### src/rtl/cpr_pkg.sv
package cpr_pkg;

  typedef enum logic [0:0] {
    ST_IDLE = 1'b0,
    ST_SCAN = 1'b1
  } scan_state_t;

endpackage

### src/rtl/cpr_use_bits.sv
module cpr_use_bits #(
  parameter int NUM_FRAMES = 16,
  parameter int IDX_W      = $clog2(NUM_FRAMES)
) (
  input  logic                  clk,
  input  logic                  rst,
  input  logic                  ref_en,
  input  logic [IDX_W-1:0]      ref_idx,
  input  logic                  clr_en,
  input  logic                  mark_en,
  input  logic [IDX_W-1:0]      hand_idx,
  output logic [NUM_FRAMES-1:0] use_vec,
  output logic                  cur_bit
);

  // One flag per frame; a set request overrides a clear in the same cycle.
  for (genvar f = 0; f < NUM_FRAMES; f++) begin : g_frame
    logic hit_ref;
    logic hit_hand;
    assign hit_ref  = ref_en && (ref_idx == IDX_W'(f));
    assign hit_hand = (hand_idx == IDX_W'(f));

    always_ff @(posedge clk) begin
      if (rst) begin
        use_vec[f] <= 1'b0;
      end else if (hit_ref || (mark_en && hit_hand)) begin
        use_vec[f] <= 1'b1;
      end else if (clr_en && hit_hand) begin
        use_vec[f] <= 1'b0;
      end
    end
  end

  assign cur_bit = use_vec[hand_idx];

endmodule

### src/rtl/cpr_hand.sv
module cpr_hand #(
  parameter int NUM_FRAMES = 16,
  parameter int IDX_W      = $clog2(NUM_FRAMES)
) (
  input  logic             clk,
  input  logic             rst,
  input  logic             adv,
  output logic [IDX_W-1:0] hand
);

  localparam logic [IDX_W-1:0] LAST = IDX_W'(NUM_FRAMES - 1);

  always_ff @(posedge clk) begin
    if (rst) begin
      hand <= '0;
    end else if (adv) begin
      hand <= (hand == LAST) ? '0 : hand + 1'b1;
    end
  end

endmodule

### src/rtl/cpr_sweep_ctl.sv
module cpr_sweep_ctl #(
  parameter int IDX_W = 4
) (
  input  logic             clk,
  input  logic             rst,
  input  logic             fault_req,
  input  logic             cur_bit,
  input  logic [IDX_W-1:0] hand,
  output logic             busy,
  output logic             done,
  output logic [IDX_W-1:0] victim,
  output logic             clr_en,
  output logic             mark_en,
  output logic             adv
);
  import cpr_pkg::*;

  scan_state_t state;

  assign busy    = (state == ST_SCAN);
  assign adv     = busy;
  assign clr_en  = busy && cur_bit;
  assign mark_en = busy && !cur_bit;

  always_ff @(posedge clk) begin
    if (rst) begin
      state  <= ST_IDLE;
      done   <= 1'b0;
      victim <= '0;
    end else begin
      done <= 1'b0;
      case (state)
        ST_IDLE: begin
          if (fault_req) state <= ST_SCAN;
        end
        ST_SCAN: begin
          if (!cur_bit) begin
            state  <= ST_IDLE;
            done   <= 1'b1;
            victim <= hand;
          end
        end
        default: state <= ST_IDLE;
      endcase
    end
  end

endmodule

### src/rtl/clock_repl_engine.sv
module clock_repl_engine #(
  parameter int NUM_FRAMES = 16,
  parameter int IDX_W      = $clog2(NUM_FRAMES)
) (
  input  logic             clk,
  input  logic             rst,
  input  logic             ref_valid,
  input  logic [IDX_W-1:0] ref_frame,
  input  logic             fault_req,
  output logic             busy,
  output logic             done,
  output logic [IDX_W-1:0] victim,
  output logic [IDX_W-1:0] hand
);

  logic [NUM_FRAMES-1:0] use_vec;
  logic                  cur_bit;
  logic                  clr_en;
  logic                  mark_en;
  logic                  adv;

  cpr_use_bits #(.NUM_FRAMES(NUM_FRAMES), .IDX_W(IDX_W)) u_bits (
    .clk      (clk),
    .rst      (rst),
    .ref_en   (ref_valid),
    .ref_idx  (ref_frame),
    .clr_en   (clr_en),
    .mark_en  (mark_en),
    .hand_idx (hand),
    .use_vec  (use_vec),
    .cur_bit  (cur_bit)
  );

  cpr_hand #(.NUM_FRAMES(NUM_FRAMES), .IDX_W(IDX_W)) u_hand (
    .clk  (clk),
    .rst  (rst),
    .adv  (adv),
    .hand (hand)
  );

  cpr_sweep_ctl #(.IDX_W(IDX_W)) u_ctl (
    .clk       (clk),
    .rst       (rst),
    .fault_req (fault_req),
    .cur_bit   (cur_bit),
    .hand      (hand),
    .busy      (busy),
    .done      (done),
    .victim    (victim),
    .clr_en    (clr_en),
    .mark_en   (mark_en),
    .adv       (adv)
  );

endmodule

### config.mk
export PLATFORM = sky130hd
export DESIGN_NAME = clock_repl_engine
export DESIGN_NICKNAME = d
export VERILOG_FILES = /design/src/rtl/cpr_pkg.sv /design/src/rtl/cpr_use_bits.sv /design/src/rtl/cpr_hand.sv /design/src/rtl/cpr_sweep_ctl.sv /design/src/rtl/clock_repl_engine.sv
export SDC_FILE = /design/constraint.sdc
export NUM_CORES = 1
export LEC_CHECK = 0
export CAP_MARGIN = 20
export CORE_UTILIZATION = 59
export DETAILED_ROUTE_END_ITERATION = 7
export PLACE_DENSITY_LB_ADDON = 0.12
export SYNTH_ARGS = -nofsm -noshare
export SYNTH_HDL_FRONTEND = slang
export SYNTH_SLANG_ARGS = --single-unit
### constraint.sdc
create_clock -name clk -period 3.9 [get_ports clk]
set_input_delay 0.39 -clock clk [delete_from_list [all_inputs] [get_ports clk]]
set_output_delay 0.39 -clock clk [all_outputs]
set_load 0.005 [all_outputs]
* Word level (Yosys, flattened, before mapping)
Cells that the tools add are included.
** Word-level totals
- Flip-flop bits (word level) :: 26
- Input bits :: 8
- Output and inout bits :: 10
- Word-level logic and storage cells :: 180
** Cells by class
- Add/subtract/negate cells :: 1
- $lt $le $gt $ge :: 1
- Equal/unequal tests :: 30
- Muxes and demuxes :: 39
- Bitwise logic cells :: 2
- Reductions and logical operators :: 87
** Operators with widths (number)
- equality test 4 bit (second input constant) :: 16
- logical AND 1 bit :: 50
- two-way mux 1 bit :: 36
- equality test 4 x 3 -> 1 bit (second input constant) :: 8
- nonzero test 2 bit :: 16
- equality test 4 x 2 -> 1 bit (second input constant) :: 4
- logical OR 1 bit :: 16
- equality test 4 x 1 -> 1 bit (second input constant) :: 2
- zero test 4 bit :: 2
- < comparator 4 x 5 -> 1 bit (second input constant) :: 1
- adder 4 x 1 -> 4 bit (second input constant) :: 1
- binary-select mux 1 bit (select 4 bit) :: 1
- two-way mux 4 bit :: 1
- NOT 1 bit :: 2
- case mux 1 bit (2 select lines) :: 1
- AND reduction 2 bit :: 1
- OR reduction 2 bit :: 1
- zero test 1 bit :: 1

* Longest topological paths before layout
- Depth in word-level cells :: 7
- Gate-level depth with buffers :: 8
- Gate-level depth less buffers :: 6

* Hierarchy
From an unflattened synthesis, not the netlist that was laid out.
** Unflattened totals
- Cell total of the unflattened synthesis :: 143
- Area, all modules :: 1351.3 µm²
** By module, submodules not included
- cpr_use_bits :: times used 1, cells each 100, area an instance 918.4 µm², seq. area each 320.3 µm²
- cpr_sweep_ctl :: times used 1, cells each 24, area an instance 259.0 µm², seq. area each 120.1 µm²
- cpr_hand :: times used 1, cells each 19, area an instance 173.9 µm², seq. area each 80.1 µm²

* Worst setup path after synthesis
Ideal clock, no wire load.
- Path type :: reg-to-reg
- From :: register u_hand.hand[1]
- To :: register u_bits.use_vec[0]
- Data arrival time :: 1.741 ns
- Data required time :: 3.826 ns
- Setup slack :: 2.084 ns
- Stages on the path, launching flop included :: 8
- Path buffers :: 2
- Clock period less this slack :: 1.816 ns
- Cell sequence :: dfxtp_1 > buf_6 > mux2_4 > or3_4 > a41oi_4 > buf_6 > nand4_1 > a31oi_1
** On the way
- Cells in the longest elaborated chain, start to end :: 7
- Elaborated cells on any way between the ends :: 11
- Those cells by class :: mux (3); reduce/logical (8)
** RTL lines
- from (decl) :: line cpr_hand.sv:8 : output logic [IDX_W-1:0] hand
- from (signal assigned) :: line cpr_hand.sv:17 : hand <= (hand == LAST) ? '0 : hand + 1'b1;
- binary-select mux 1 bit (select 4 bit) :: line cpr_use_bits.sv:34 : assign cur_bit = use_vec[hand_idx];
- two-way mux 1 bit (implied by the code) :: line cpr_use_bits.sv:34
- zero test 1 bit :: line cpr_sweep_ctl.sv:23 : assign mark_en = busy && !cur_bit;
- logical AND 1 bit :: line cpr_sweep_ctl.sv:23
- logical AND 1 bit :: line cpr_use_bits.sv:26 : end else if (hit_ref || (mark_en && hit_hand)) begin
- logical OR 1 bit :: line cpr_use_bits.sv:26
- two-way mux 1 bit or nonzero test 2 bit (tied branches)
- to (signal, indexed assignment) :: line cpr_use_bits.sv:25 : use_vec[f] <= 1'b0;
- to (signal, indexed assignment) :: line cpr_use_bits.sv:27 : use_vec[f] <= 1'b1;
- to (signal, indexed assignment) :: line cpr_use_bits.sv:29 : use_vec[f] <= 1'b0;
- to (decl) :: line cpr_use_bits.sv:12 : output logic [NUM_FRAMES-1:0] use_vec,
Parallel ways exist; a longest one is shown, timed or not. The select of a mux whose other input is x is not followed.
A chain may end at the register's enable or synchronous reset.

* Worst setup path in the final report
Ends and elaborated chain as after synthesis.

==> out/summary.txt <==
========================================================================================
Detailed-route wire length per cell .......................................      15.2 um
Setup skew after layout ...................................................      7.16 ps
Effective utilization at floorplan ........................................        0.647
Die footprint .............................................................    2720 um^2
Worst Setup Path Type .....................................................      reg2reg
Area grow syn2layout ......................................................        13.0%
Crit-path max cell delay ..................................................       860 ps
Post-route DRC ............................................................            0
H-tree depth reported by CTS ..............................................            1
Met2 Routed Length ........................................................      1540 um
Final setup violating endpoints ...........................................            0
Hold Fails Final Rpt ......................................................            0
Seq/Total Area, Yosys .....................................................        0.350
Maximum fanout along the worst path .......................................           17
Clock tree from TritonCTS .................................................         done
Clk Latency, worst-skew pair ..............................................       320 ps
Area of combinational cells with multiple inputs ..........................     888 um^2
Post-synthesis net count ..................................................          185
Leakage power of the design ...............................................     0.550 nW
Post-route setup TNS ......................................................         0 ps
Via/cell ratio ............................................................         6.20
Antenna violations before repair ..........................................            0
Number of flops mapped to enable cells by yosys ...........................            0
Post CTS Setup Buffer Count ...............................................            0
Total half-perimeter wirelength after legalization and detailed placement .      2290 um
First-pass GRT wire length ................................................      5490 um
CP Data Required Time .....................................................      4140 ps
Number of diodes ..........................................................            0
Result of the run .........................................................    completed
Via count of the first global-routing pass ................................        1,159
Final worst path period need ..............................................      2380 ps
Chain of cells forming the critical path .................................. mux2_4 > or3_4 > a41oi_4 > nand4_1 > a31oi_1
Root Driver ............................................................... sky130_fd_sc_hd__clkbuf_4
CTS Hold Bufs .............................................................            0
Count of fill cells added during filler insertion .........................          174
Chip Height ...............................................................      52.2 um
Share of the synthesized area in the top cell type ........................        0.350
Critical Path End Type ....................................................     register
Max-slew violation count ..................................................            0
Timing-limited maximum frequency ..........................................      421 MHz
Horiz. Die Dim ............................................................      52.2 um
Met3 wirelength from detailed routing .....................................       185 um
Max layer used ............................................................         met4
Cell with the most instances after synthesis .............................. sky130_fd_sc_hd__dfxtp_1
Final routed wirelength across all metal layers ...........................      3220 um
Number of sinks driven by the clock tree ..................................           26
Count of input and output buffers .........................................           17
Share of post-route cells with drive strength above 1 .....................       0.0652
Synth Area per Inst .......................................................    8.58 um^2
Number of violations reported at the end of detailed-routing iteration 0 ..           43
CORE AREA .................................................................    2300 um^2
Critical path arrival .....................................................      2620 ps
Max-cap violation count ...................................................            0
Clk slew on worst S/H paths ...............................................       150 ps
Power density over the cells ..............................................  336 nW/um^2
Post-Synthesis Cells ......................................................          173
Final estimated routing congestion in global placement ....................        0.814
Worst Tran Pin Value ......................................................       962 ps
Most area-consuming cells after synthesis ................................. sky130_fd_sc_hd__dfxtp_1 35%, sky130_fd_sc_hd__mux2i_1 11%, sky130_fd_sc_hd__nor2_1 5.3%
RSZ-0062 raised after global routing ......................................        false
Number of different library cells in the post-synthesis netlist ...........           36
Overall overflow remaining after global route .............................            0
Yosys synthesis warning count .............................................            0
First drt pass iteration count ............................................            4
Total of flip-flops plus latches after synthesis ..........................           26
Class of the tightest hold or removal check ...............................      reg2reg
Met1 wire length ..........................................................      1450 um
Maximum vdd drop ..........................................................     0.248 mV
Launching element type of the critical path ...............................     register
Number of buffers created by CTS ..........................................            3
Net total in the final layout .............................................          197
Max Buffers Root-to-Sink ..................................................            2
Number of vias after detailed routing .....................................        1,315
Max stage delay cell, worst path .......................................... sky130_fd_sc_hd__dfxtp_1
Post-synth top flop ....................................................... sky130_fd_sc_hd__dfxtp_1
Hold Slack ................................................................       492 ps
IO Pins ...................................................................           18
Post-synth ARST share .....................................................            0
Largest area contributor in the netlist ................................... sky130_fd_sc_hd__dfxtp_1
Global-route usage over all layers ........................................        0.270
Pin count of the biggest net entering global routing ......................           31
Post-DRT Antenna Nets .....................................................            0
Number of gates resized after CTS .........................................            0
Register area .............................................................     520 um^2
Part of the cycle the worst path needs ....................................        0.610
Post-synthesis cell area ..................................................    1490 um^2
Final WS setup ............................................................      1520 ps
List of most frequent post-synthesis cells ................................ 26 x sky130_fd_sc_hd__dfxtp_1, 21 x sky130_fd_sc_hd__nor2_1, 18 x sky130_fd_sc_hd__nand2_1
Max_slew headroom .........................................................        0.357
Place WS ..................................................................      1550 ps
Post-layout total power ...................................................   0.000563 W
# rows ....................................................................           17
========================================================================================
-- metal layers --
metal / GRT usage / vias up
met2: 0.440 / 52
met3: 0.0290 / 6
met4: 0.0877 / 0
met1: 0.372 / 618
met5: 0 / -
li1: - / 639
-- worst max-delay path: cells and delay by family (launching register included) --
kind	cells	cell delay, ps
muxes	1	350
and+or+nand+nor	2	490
DFF	1	860
AOI/OAI and AO/OA	2	610
-- cells by family after synthesis --
| family | share of synthesized area |
|---|---|
| multiplexers | 0.155 |
| AND/OR/NAND/NOR | 0.234 |
| XOR/XNOR | 0.00590 |
| flip-flops | 0.350 |
| buffers and inverters | 0.0514 |
| adder cells (fa/ha/maj) | 0.0337 |
| AO/OA/AOI/OAI | 0.169 |
-- cell usage in the layout, fill, tap and decap left out, types with 2 or more instances in the layout --
master / count
sky130_fd_sc_hd__inv_1: 3
sky130_fd_sc_hd__a21oi_1: 15
sky130_fd_sc_hd__nand2_1: 18
sky130_fd_sc_hd__clkdlybuf4s50_1: 17
sky130_fd_sc_hd__clkbuf_4: 3
sky130_fd_sc_hd__mux2i_1: 17
sky130_fd_sc_hd__nand2b_1: 8
sky130_fd_sc_hd__nand3_1: 8
sky130_fd_sc_hd__nor2_1: 21
sky130_fd_sc_hd__o22ai_1: 4
sky130_fd_sc_hd__mux4_2: 2
sky130_fd_sc_hd__dfxtp_1: 26
sky130_fd_sc_hd__o21ai_0: 4
sky130_fd_sc_hd__ha_1: 4
sky130_fd_sc_hd__nand4_1: 4
sky130_fd_sc_hd__a31oi_1: 10
sky130_fd_sc_hd__nor2b_1: 2
-- worst paths after layout --
path	slack (ps)	from	endpoint	cells past startpoint
worst max-delay path	1520	u_hand.hand[1]$_SDFFE_PP0P_	u_bits.use_vec[0]$_SDFFE_PP0P_	5
worst min-delay path	490	u_ctl.victim[1]$_SDFFE_PP0P_	u_ctl.victim[1]$_SDFFE_PP0P_	2
worst max register to register	1520	u_hand.hand[1]$_SDFFE_PP0P_	u_bits.use_vec[0]$_SDFFE_PP0P_	5
worst min register to register	490	u_ctl.victim[1]$_SDFFE_PP0P_	u_ctl.victim[1]$_SDFFE_PP0P_	2
-- state kept, by name, indices dropped and copies added, names as in the netlist --
name / flops
u_bits.use_vec: 16
u_ctl.done: 1
u_hand.hand: 4
u_ctl.victim: 4
u_ctl.adv: 1
-- where the power goes --
group	leakage [nW]	internal (W)	total (W)	switching [W]
Sequential	0.211	0.000275	0.000293	0.0000181
Combinational	0.312	0.0000408	0.0000830	0.0000422
Clock	0.0279	0.000104	0.000188	0.0000837
-- area by class of cell --
class,count,area share
Clock inverter,1,0.0179
Tap cell,28,0.0209
Sequential cell,26,0.310
Multi-Input combinational cell,134,0.529
Clock buffer,3,0.0134
Inverter,3,0.00671
Timing Repair Buffer,17,0.101
-- stage by stage --
step	area [um^2]	instances	utilization
2_1_floorplan	1490	173	-
3_3_place_gp	1630	208	0.708
3_5_place_dp	1630	208	0.708
4_1_cts	1680	212	0.730
5_1_grt	1680	212	0.730
6_report	1680	212	0.730
(Power assumes the default switching activity.)
